**config.mk**
```make
export PLATFORM = sky130hd
export DESIGN_NAME = csr_access_unit
export DESIGN_NICKNAME = d
export VERILOG_FILES = /design/src/rtl/csr_gate_pkg.sv /design/src/rtl/csr_addr_decode.sv /design/src/rtl/csr_perm_check.sv /design/src/rtl/csr_rmw_merge.sv /design/src/rtl/csr_access_unit.sv
export SDC_FILE = /design/constraint.sdc
export NUM_CORES = 1
export LEC_CHECK = 0
export BUFFER_PORTS_ARGS = -buffer_cell sky130_fd_sc_hd__buf_2
export CAP_MARGIN = 30
export CORE_AREA = 2 2 98 77
export DETAILED_ROUTE_END_ITERATION = 10
export DIE_AREA = 0 0 100 79
export GPL_ROUTABILITY_DRIVEN = 0
export GPL_TIMING_DRIVEN = 0
export PLACE_DENSITY = 0.78
export SLEW_MARGIN = 15
export SYNTH_ARGS = -nofsm -noshare
export SYNTH_HDL_FRONTEND = slang
export SYNTH_HIERARCHICAL = 1
export SYNTH_SLANG_ARGS = --single-unit
```
**constraint.sdc**
```tcl
create_clock -name vclk -period 2.6
set_input_delay 0.26 -clock vclk [all_inputs]
set_output_delay 0.26 -clock vclk [all_outputs]
set_load 0.02 [all_outputs]
```
**src/rtl/csr_gate_pkg.sv**
```systemverilog
package csr_gate_pkg;

   typedef enum logic [1:0] {
      OP_READ  = 2'b00,
      OP_WRITE = 2'b01,
      OP_SET   = 2'b10,
      OP_CLEAR = 2'b11
   } csr_op_e;

   typedef enum logic [1:0] {
      PRIV_U   = 2'b00,
      PRIV_S   = 2'b01,
      PRIV_RSV = 2'b10,
      PRIV_M   = 2'b11
   } priv_e;

   // Field positions that neighbouring logic depends on
   localparam int PRIV_FIELD_LSB = 8;
   localparam int RO_FIELD_LSB   = 10;

endpackage

```
**src/rtl/csr_addr_decode.sv**
```systemverilog
module csr_addr_decode
   import csr_gate_pkg::*;
#(
   parameter int               ADDR_W    = 12,
   parameter int               CNT_IDX_W = 5,
   parameter logic [ADDR_W-1:0] CNT_BASE  = 12'hC00,
   parameter logic [ADDR_W-1:0] XLAT_ADDR = 12'h180
) (
   input  logic [ADDR_W-1:0]    addr,
   output logic [1:0]           min_priv,
   output logic                 ro,
   output logic                 is_cnt,
   output logic                 is_super,
   output logic                 is_xlat,
   output logic [CNT_IDX_W-1:0] cnt_idx
);

   localparam int CNT_TAG_W = ADDR_W - CNT_IDX_W;

   if (ADDR_W != 12) begin : g_bad_addr_w
      $error("csr_addr_decode: ADDR_W must be 12");
   end
   if (CNT_BASE[CNT_IDX_W-1:0] != '0) begin : g_bad_cnt_base
      $error("csr_addr_decode: CNT_BASE must be aligned to the counter span");
   end

   logic [CNT_TAG_W-1:0] cnt_tag;

   always_comb begin
      min_priv = addr[PRIV_FIELD_LSB +: 2];
      ro       = (addr[RO_FIELD_LSB +: 2] == 2'b11);
      is_super = (addr[PRIV_FIELD_LSB +: 2] == PRIV_S);
      is_xlat  = (addr == XLAT_ADDR);
      cnt_tag  = CNT_BASE[ADDR_W-1:CNT_IDX_W];
      is_cnt   = (addr[ADDR_W-1:CNT_IDX_W] == cnt_tag);
      cnt_idx  = addr[CNT_IDX_W-1:0];
   end

endmodule

```
**src/rtl/csr_perm_check.sv**
```systemverilog
module csr_perm_check
   import csr_gate_pkg::*;
#(
   parameter int CNT_IDX_W     = 5,
   parameter bit GATE_COUNTERS = 1'b1,
   localparam int CNT_N        = 2 ** CNT_IDX_W
) (
   input  logic [1:0]           cur_priv,
   input  logic [1:0]           min_priv,
   input  logic                 ro,
   input  logic                 is_cnt,
   input  logic                 is_super,
   input  logic                 is_xlat,
   input  logic [CNT_IDX_W-1:0] cnt_idx,
   input  logic [CNT_N-1:0]     s_grant_en,
   input  logic [CNT_N-1:0]     m_grant_en,
   input  logic                 has_smode,
   input  logic                 xlat_trap,
   input  logic                 bank_hit,
   input  logic                 mask_nz,
   output logic                 fault
);

   logic cnt_block;

   if (GATE_COUNTERS) begin : g_cnt_gate
      always_comb begin
         unique case (cur_priv)
            PRIV_U:  cnt_block = is_cnt & ~s_grant_en[cnt_idx];
            PRIV_S:  cnt_block = is_cnt & ~m_grant_en[cnt_idx];
            default: cnt_block = 1'b0;
         endcase
      end
   end else begin : g_cnt_open
      assign cnt_block = 1'b0;
   end

   logic too_low, ro_write, no_super, xlat_block;

   always_comb begin
      too_low    = (cur_priv < min_priv);
      ro_write   = ro & mask_nz;
      no_super   = is_super & ~has_smode;
      xlat_block = is_xlat & (cur_priv == PRIV_S) & xlat_trap;
      fault      = ~bank_hit | too_low | ro_write | no_super | xlat_block | cnt_block;
   end

endmodule

```
**src/rtl/csr_rmw_merge.sv**
```systemverilog
module csr_rmw_merge
   import csr_gate_pkg::*;
#(
   parameter int XLEN = 32
) (
   input  logic [1:0]      op,
   input  logic [XLEN-1:0] operand,
   input  logic [XLEN-1:0] old,
   output logic [XLEN-1:0] wdata,
   output logic            mask_nz
);

   logic [XLEN-1:0] mask, value;

   always_comb begin
      unique case (csr_op_e'(op))
         OP_WRITE: begin value = operand; mask = '1;      end
         OP_SET:   begin value = '1;      mask = operand; end
         OP_CLEAR: begin value = '0;      mask = operand; end
         default:  begin value = '0;      mask = '0;      end
      endcase
      mask_nz = |mask;
   end

   for (genvar b = 0; b < XLEN; b++) begin : g_bit
      assign wdata[b] = mask[b] ? value[b] : old[b];
   end

endmodule

```
**src/rtl/csr_access_unit.sv**
```systemverilog
module csr_access_unit
   import csr_gate_pkg::*;
#(
   parameter int               XLEN          = 32,
   parameter int               ADDR_W        = 12,
   parameter int               CNT_IDX_W     = 5,
   parameter logic [ADDR_W-1:0] CNT_BASE      = 12'hC00,
   parameter logic [ADDR_W-1:0] XLAT_ADDR     = 12'h180,
   parameter bit               GATE_COUNTERS = 1'b1,
   localparam int              CNT_N         = 2 ** CNT_IDX_W
) (
   input  logic              clk,
   input  logic              rst_n,
   input  logic              req_valid,
   input  logic [ADDR_W-1:0] req_addr,
   input  logic [1:0]        req_op,
   input  logic [XLEN-1:0]   req_operand,
   input  logic [1:0]        cur_priv,
   input  logic [CNT_N-1:0]  s_grant_en,
   input  logic [CNT_N-1:0]  m_grant_en,
   input  logic              has_smode,
   input  logic              xlat_trap,
   input  logic              bank_hit,
   input  logic [XLEN-1:0]   bank_rdata,
   output logic [XLEN-1:0]   old_value,
   output logic              illegal,
   output logic              wr_en,
   output logic [XLEN-1:0]   wr_data
);

   if (XLEN != 32 && XLEN != 64) begin : g_bad_xlen
      $error("csr_access_unit: XLEN must be 32 or 64");
   end

   logic [1:0]           min_priv;
   logic                 ro, is_cnt, is_super, is_xlat;
   logic [CNT_IDX_W-1:0] cnt_idx;
   logic                 mask_nz, fault, grant;

   csr_addr_decode #(
      .ADDR_W(ADDR_W), .CNT_IDX_W(CNT_IDX_W),
      .CNT_BASE(CNT_BASE), .XLAT_ADDR(XLAT_ADDR)
   ) decode_i (
      .addr(req_addr), .min_priv(min_priv), .ro(ro), .is_cnt(is_cnt),
      .is_super(is_super), .is_xlat(is_xlat), .cnt_idx(cnt_idx)
   );

   csr_rmw_merge #(.XLEN(XLEN)) merge_i (
      .op(req_op), .operand(req_operand), .old(bank_rdata),
      .wdata(wr_data), .mask_nz(mask_nz)
   );

   csr_perm_check #(
      .CNT_IDX_W(CNT_IDX_W), .GATE_COUNTERS(GATE_COUNTERS)
   ) perm_i (
      .cur_priv(cur_priv), .min_priv(min_priv), .ro(ro), .is_cnt(is_cnt),
      .is_super(is_super), .is_xlat(is_xlat), .cnt_idx(cnt_idx),
      .s_grant_en(s_grant_en), .m_grant_en(m_grant_en),
      .has_smode(has_smode), .xlat_trap(xlat_trap), .bank_hit(bank_hit),
      .mask_nz(mask_nz), .fault(fault)
   );

   always_comb begin
      grant     = req_valid & ~fault;
      illegal   = req_valid & fault;
      wr_en     = grant & mask_nz;
      old_value = grant ? bank_rdata : '0;
   end

   AST_PRIV_FLOOR: assert property (@(posedge clk) disable iff (!rst_n)
      req_valid && (cur_priv < req_addr[9:8]) |-> illegal);
   AST_RO_NO_STROBE: assert property (@(posedge clk) disable iff (!rst_n)
      req_valid && (req_addr[11:10] == 2'b11) |-> !wr_en);
   AST_SET_KEEPS_ONES: assert property (@(posedge clk) disable iff (!rst_n)
      wr_en && (req_op == OP_SET) |-> ((wr_data & bank_rdata) == bank_rdata));
   AST_WRITE_PASSES: assert property (@(posedge clk) disable iff (!rst_n)
      wr_en && (req_op == OP_WRITE) |-> (wr_data == req_operand));
   AST_READ_NO_STROBE: assert property (@(posedge clk) disable iff (!rst_n)
      req_valid && (req_op == OP_READ) |-> !wr_en);
   AST_OK_RETURNS_OLD: assert property (@(posedge clk) disable iff (!rst_n)
      req_valid && !illegal |-> (old_value == bank_rdata));
   AST_NO_SUPER: assert property (@(posedge clk) disable iff (!rst_n)
      req_valid && !has_smode && (req_addr[9:8] == 2'b01) |-> illegal);
   AST_UNMAPPED: assert property (@(posedge clk) disable iff (!rst_n)
      req_valid && !bank_hit |-> illegal);
   AST_FAULT_NO_STROBE: assert property (@(posedge clk) disable iff (!rst_n)
      illegal |-> !wr_en);
   AST_IDLE_QUIET: assert property (@(posedge clk) disable iff (!rst_n)
      !req_valid |-> (!illegal && !wr_en && (old_value == '0)));

endmodule

```
# After elaboration in Yosys (flattened, before gate mapping)
# Index checks and enable logic that the tools add are counted.
# Widths: inputs -> output; s select.
# word_totals
reg_bits	0
in_bits	150
elab_cells	72
# op_classes
order_cmp	2
n_eq_ne	8
mux	40
bitwise	19
reduce_logical	3
# op_table
cell	n
$pmux 32 s2	2
$mux 1	34
$mux 32	1
$reduce_or 32->1	1
$eq 12x9->1 const B	1
$bmux 1 s5	2
$and 1x1->1	9
$eq 7x7->1 const B	1
$eq 2x1->1 const B	3
$eq 2x2->1 const B	3
$lt 5x6->1 const B	1
$not 1->1	5
$or 1x1->1	5
$logic_not 2->1	1
$lt 2x2->1	1
$pmux 1 s2	1
$reduce_or 2->1	1

# Depth between registers and ports, before layout
# logic_depth
ltp_word	12
mapped_depth	10

# Cells and area by module
# Netlist, hierarchy kept.
# by_module_without_submodules
module	instances	cells_per_inst	area_per_inst_um2	seq_area_each_um2
csr_rmw_merge	1	163	1312.5	0.0
csr_perm_check	1	71	706.9	0.0
csr_access_unit	1	40	367.9	0.0
csr_addr_decode	1	15	113.9	0.0

# Least setup slack after synthesis
# OpenSTA, ideal clock, no wires.
# synth_path
kind	input to output
startpoint	input port req_addr[2]
endpoint	output port old_value[21]
t_arrival_ns	2.245
required_ns	2.340
setup_slack_ns	0.095
cell_stages	10
cell_sequence	buf_4 buf_6 buf_12 mux2_2 o22ai_1 o311ai_1 a211oi_1 or4_1 buf_2 and3b_2
# synth_between
elab_chain_len	9
# synth_rtl
element	line	text
from (decl)	csr_access_unit.sv:15	input logic [ADDR_W-1:0] req_addr,
$bmux 1 s5 (on tied branches)	csr_perm_check.sv:30, csr_perm_check.sv:29	
$mux 1 (on tied branches)	csr_perm_check.sv:30, csr_perm_check.sv:29	
$not 1->1 (on tied branches)	csr_perm_check.sv:30, csr_perm_check.sv:29	
$and 1x1->1 (on tied branches)	csr_perm_check.sv:30, csr_perm_check.sv:29	
$pmux 1 s2	csr_perm_check.sv:28	unique case (cur_priv)
$or 1x1->1 *	csr_perm_check.sv:45	fault = ~bank_hit | too_low | ro_write | no_super | xlat_block | cnt_block;
via fault	csr_access_unit.sv:38	logic mask_nz, fault, grant;
$not 1->1 *	csr_access_unit.sv:64	grant = req_valid & ~fault;
$and 1x1->1 *	csr_access_unit.sv:64	
$mux 32 *	csr_access_unit.sv:67	old_value = grant ? bank_rdata : '0;
to (decl)	csr_access_unit.sv:25	output logic [XLEN-1:0] old_value,
# Mark *: on every way through the listed nets, which the timed path passes. The rest lies on a longest branch. The select of a mux whose other input is x is not followed.

# Final worst setup path
# layout_path
startpoint	input port req_addr[2]
endpoint	output port old_value[7]
# Same word-level chain as after synthesis.

==> results.json <==
{
  "seq_power_share_pct": 0,
  "ys_types": 44,
  "drv_slew": 0,
  "combPwrFrac_pct": 100.0,
  "drive_above_1_share_pct": 74.5,
  "n_antenna_cell": 0,
  "fin_nets": 664,
  "ios": 216,
  "worst_slack_ns": -0.102,
  "utilization_pct": 60.3,
  "powerDensity_mw_per_mm2": 194,
  "initial_utilization_pct": 35.6,
  "critical_path.most_common_cell": "buf_6",
  "port_buffers": 214,
  "row_count": 27,
  "maxCapViolations": 0,
  "seq_cell_count": 0,
  "grt_pass1_vias": 3234,
  "placed_cells": 590,
  "drc": 0,
  "yosysWarnings": 6,
  "p_leak_nw": 2.15,
  "vias": 3330,
  "internal_power_w": 0.000418,
  "failed_checks": "negative setup slack",
  "rsz0062_at_grt": "yes",
  "crit_path_cell_trace": "buf_12 -> buf_6 -> mux4_2 -> mux2i_1 -> nor3_2 -> a211oi_2 -> or4_4 -> buf_6 -> and3b_2 -> buf_6",
  "gr-usage-all-layers_pct": 25.7,
  "synth_top_area_share_pct": 18.0,
  "dp_hpwl_mm": 8.62,
  "synthTopCellsByArea": "mux2_4 18%, and3b_2 13%, a21oi_2 11%",
  "grt_pass1_wl_mm": 16.6,
  "die-area_sq_mm": 0.00790,
  "hold_class": "in2out",
  "p_switching_w": 0.000402,
  "tightest_slew_ns": 0.519,
  "instances_no_fill": 596,
  "syn_inst": 289,
  "critPathRequiredTime_ns": 2.34,
  "clkPwrFrac_pct": 0,
  "grt-ovfl-total": 0,
  "arrival_ns": 2.44,
  "grt_antenna_before_repair": 0,
  "nClkBuffers": 0,
  "swShare_pct": 49.0,
  "path_buf_inv": 4,
  "worst_setup_path_start_kind": "input port",
  "ant_nets": 0,
  "wl_per_cell_um": 18.6,
  "syn-cell-area_sq_mm": 0.00250,
  "dr.pass1.iters": 4,
  "drt_iter0_drc": 172,
  "yosysSeqAreaShare_pct": 0,
  "areaGrowthSynthToFinish_pct": 69.5,
  "path_max_fanout": 7,
  "relSlewSlack_pct": 65.4,
  "max_freq_ghz": 0.370,
  "post_drt_via_cell_ratio": 5.59,
  "grt_max_degree": 12,
  "synth_top_cell_by_area": "mux2_4",
  "synth_nets": 442,
  "slowest_delay_ns": 0.64,
  "hold_viol_final": 0,
  "setup_viol": 33,
  "fin_crit_ns": 2.70,
  "critPathSlowestCell": "or4_4",
  "post-route-period-util_pct": 104,
  "core-area_sq_mm": 0.00703,
  "syn_area_per_cell_sq_um": 8.65,
  "seq_area_sq_um": 0,
  "fp.dieW_um": 100,
  "worstSetupPathType": "in2out",
  "ir_drop_mv": 0.122,
  "status": "finished, violations left",
  "cp_top_family": "simple AND/OR/NAND/NOR gates",
  "die_h_um": 79,
  "worstSetupEndpointType": "output pin",
  "totalWireLength_mm": 11.1
}
## metal layers
layer  track usage, %  vias up  share of wire, %
li1                 -     1536                 -
met1             36.1     1615                42
met2             44.3      147                49
met3             1.50       32               5.8
met4             4.38        0               2.8
met5                0        -                 0
## through the flow
stage | total power, W | setup TNS (ns) | setup slack [ns] | area [sq um] | hold slack (ns)
2_1_floorplan | 0.000449 | 0 | 0.0951 | 2500 | 0.679
3_3_place_gp | 0.000696 | -15.52 | -0.516 | 3680 | 0.876
3_5_place_dp | 0.000712 | -16.44 | -0.548 | 3680 | 0.878
4_1_cts | 0.000784 | -1.46 | -0.0601 | 4100 | 0.878
5_1_grt | 0.000873 | -5.19 | -0.176 | 4240 | 0.896
6_report | 0.000821 | -1.91 | -0.102 | 4240 | 0.880
## kinds of logic (layout without fill, tap and decap cells)
logic type | count (synthesis) | count (layout) | synth area share (%)
muxes | 52 | 52 | 33.3
and+or+nand+nor | 111 | 111 | 30.0
AOI/OAI and AO/OA | 80 | 80 | 22.0
buffers and inverters | 43 | 263 | 13.2
adders and majority gates | 3 | 3 | 1.50
## synth_stat cells (all sizes together)
cell / instances
nand3: 2
a31oi: 1
o22ai: 3
nor3: 3
or3: 2
nand2: 6
o311ai: 1
mux2: 38
o2111ai: 2
a2111oi: 3
ha: 3
nand4b: 3
and4: 2
nand4: 1
nor2b: 6
mux2i: 3
and2b: 1
mux4: 11
o21ai: 1
nand2b: 3
a211oi: 3
nor4: 8
nor4b: 2
or4: 2
clkbuf: 12
and3b: 33
buf: 25
and2: 2
a21oi: 65
nor2: 35
o211ai: 1
inv: 6
## power by group through the flow
stage	registers (W)	clock network, W	logic (W)
5_1_grt	0	0	0.000873
3_5_place_dp	0	0	0.000712
2_1_floorplan	0	0	0.000449
4_1_cts	0	0	0.000784
6_report	0	0	0.000821
3_3_place_gp	0	0	0.000696
## layout by cell type (no fill, tap or decap), types with 9 or more instances in the layout
cell type  count
mux4_2        10
mux2_4        31
clkbuf_1       9
and3b_2       33
a21oi_1       35
nor2_1        35
buf_6         50
a21oi_2       30
buf_4         14
buf_2        170
## cell type report
cell class	count	area, sq um
Timing Repair Buffer	227	1510
Buffer	30	290
Tap cell	87	109
Inverter	6	22.5
Fill cell	628	2790
Multi-Input combinational cell	246	2310
## repair_timing
action	in CTS	in global routing
hold endpoints to repair	0	0
setup endpoints to repair	34	34
hold buffers	0	0
cloned	4	0
setup buffers	6	3
gates resized for setup	116	28
pin swaps	12	11
## final timing paths
check      startpoint            to  slack, ns  depth (start not counted)
min    bank_rdata[17]   wr_data[17]       0.88                          3
max       req_addr[2]  old_value[7]      -0.10                         10
(Power assumes the default switching activity.)
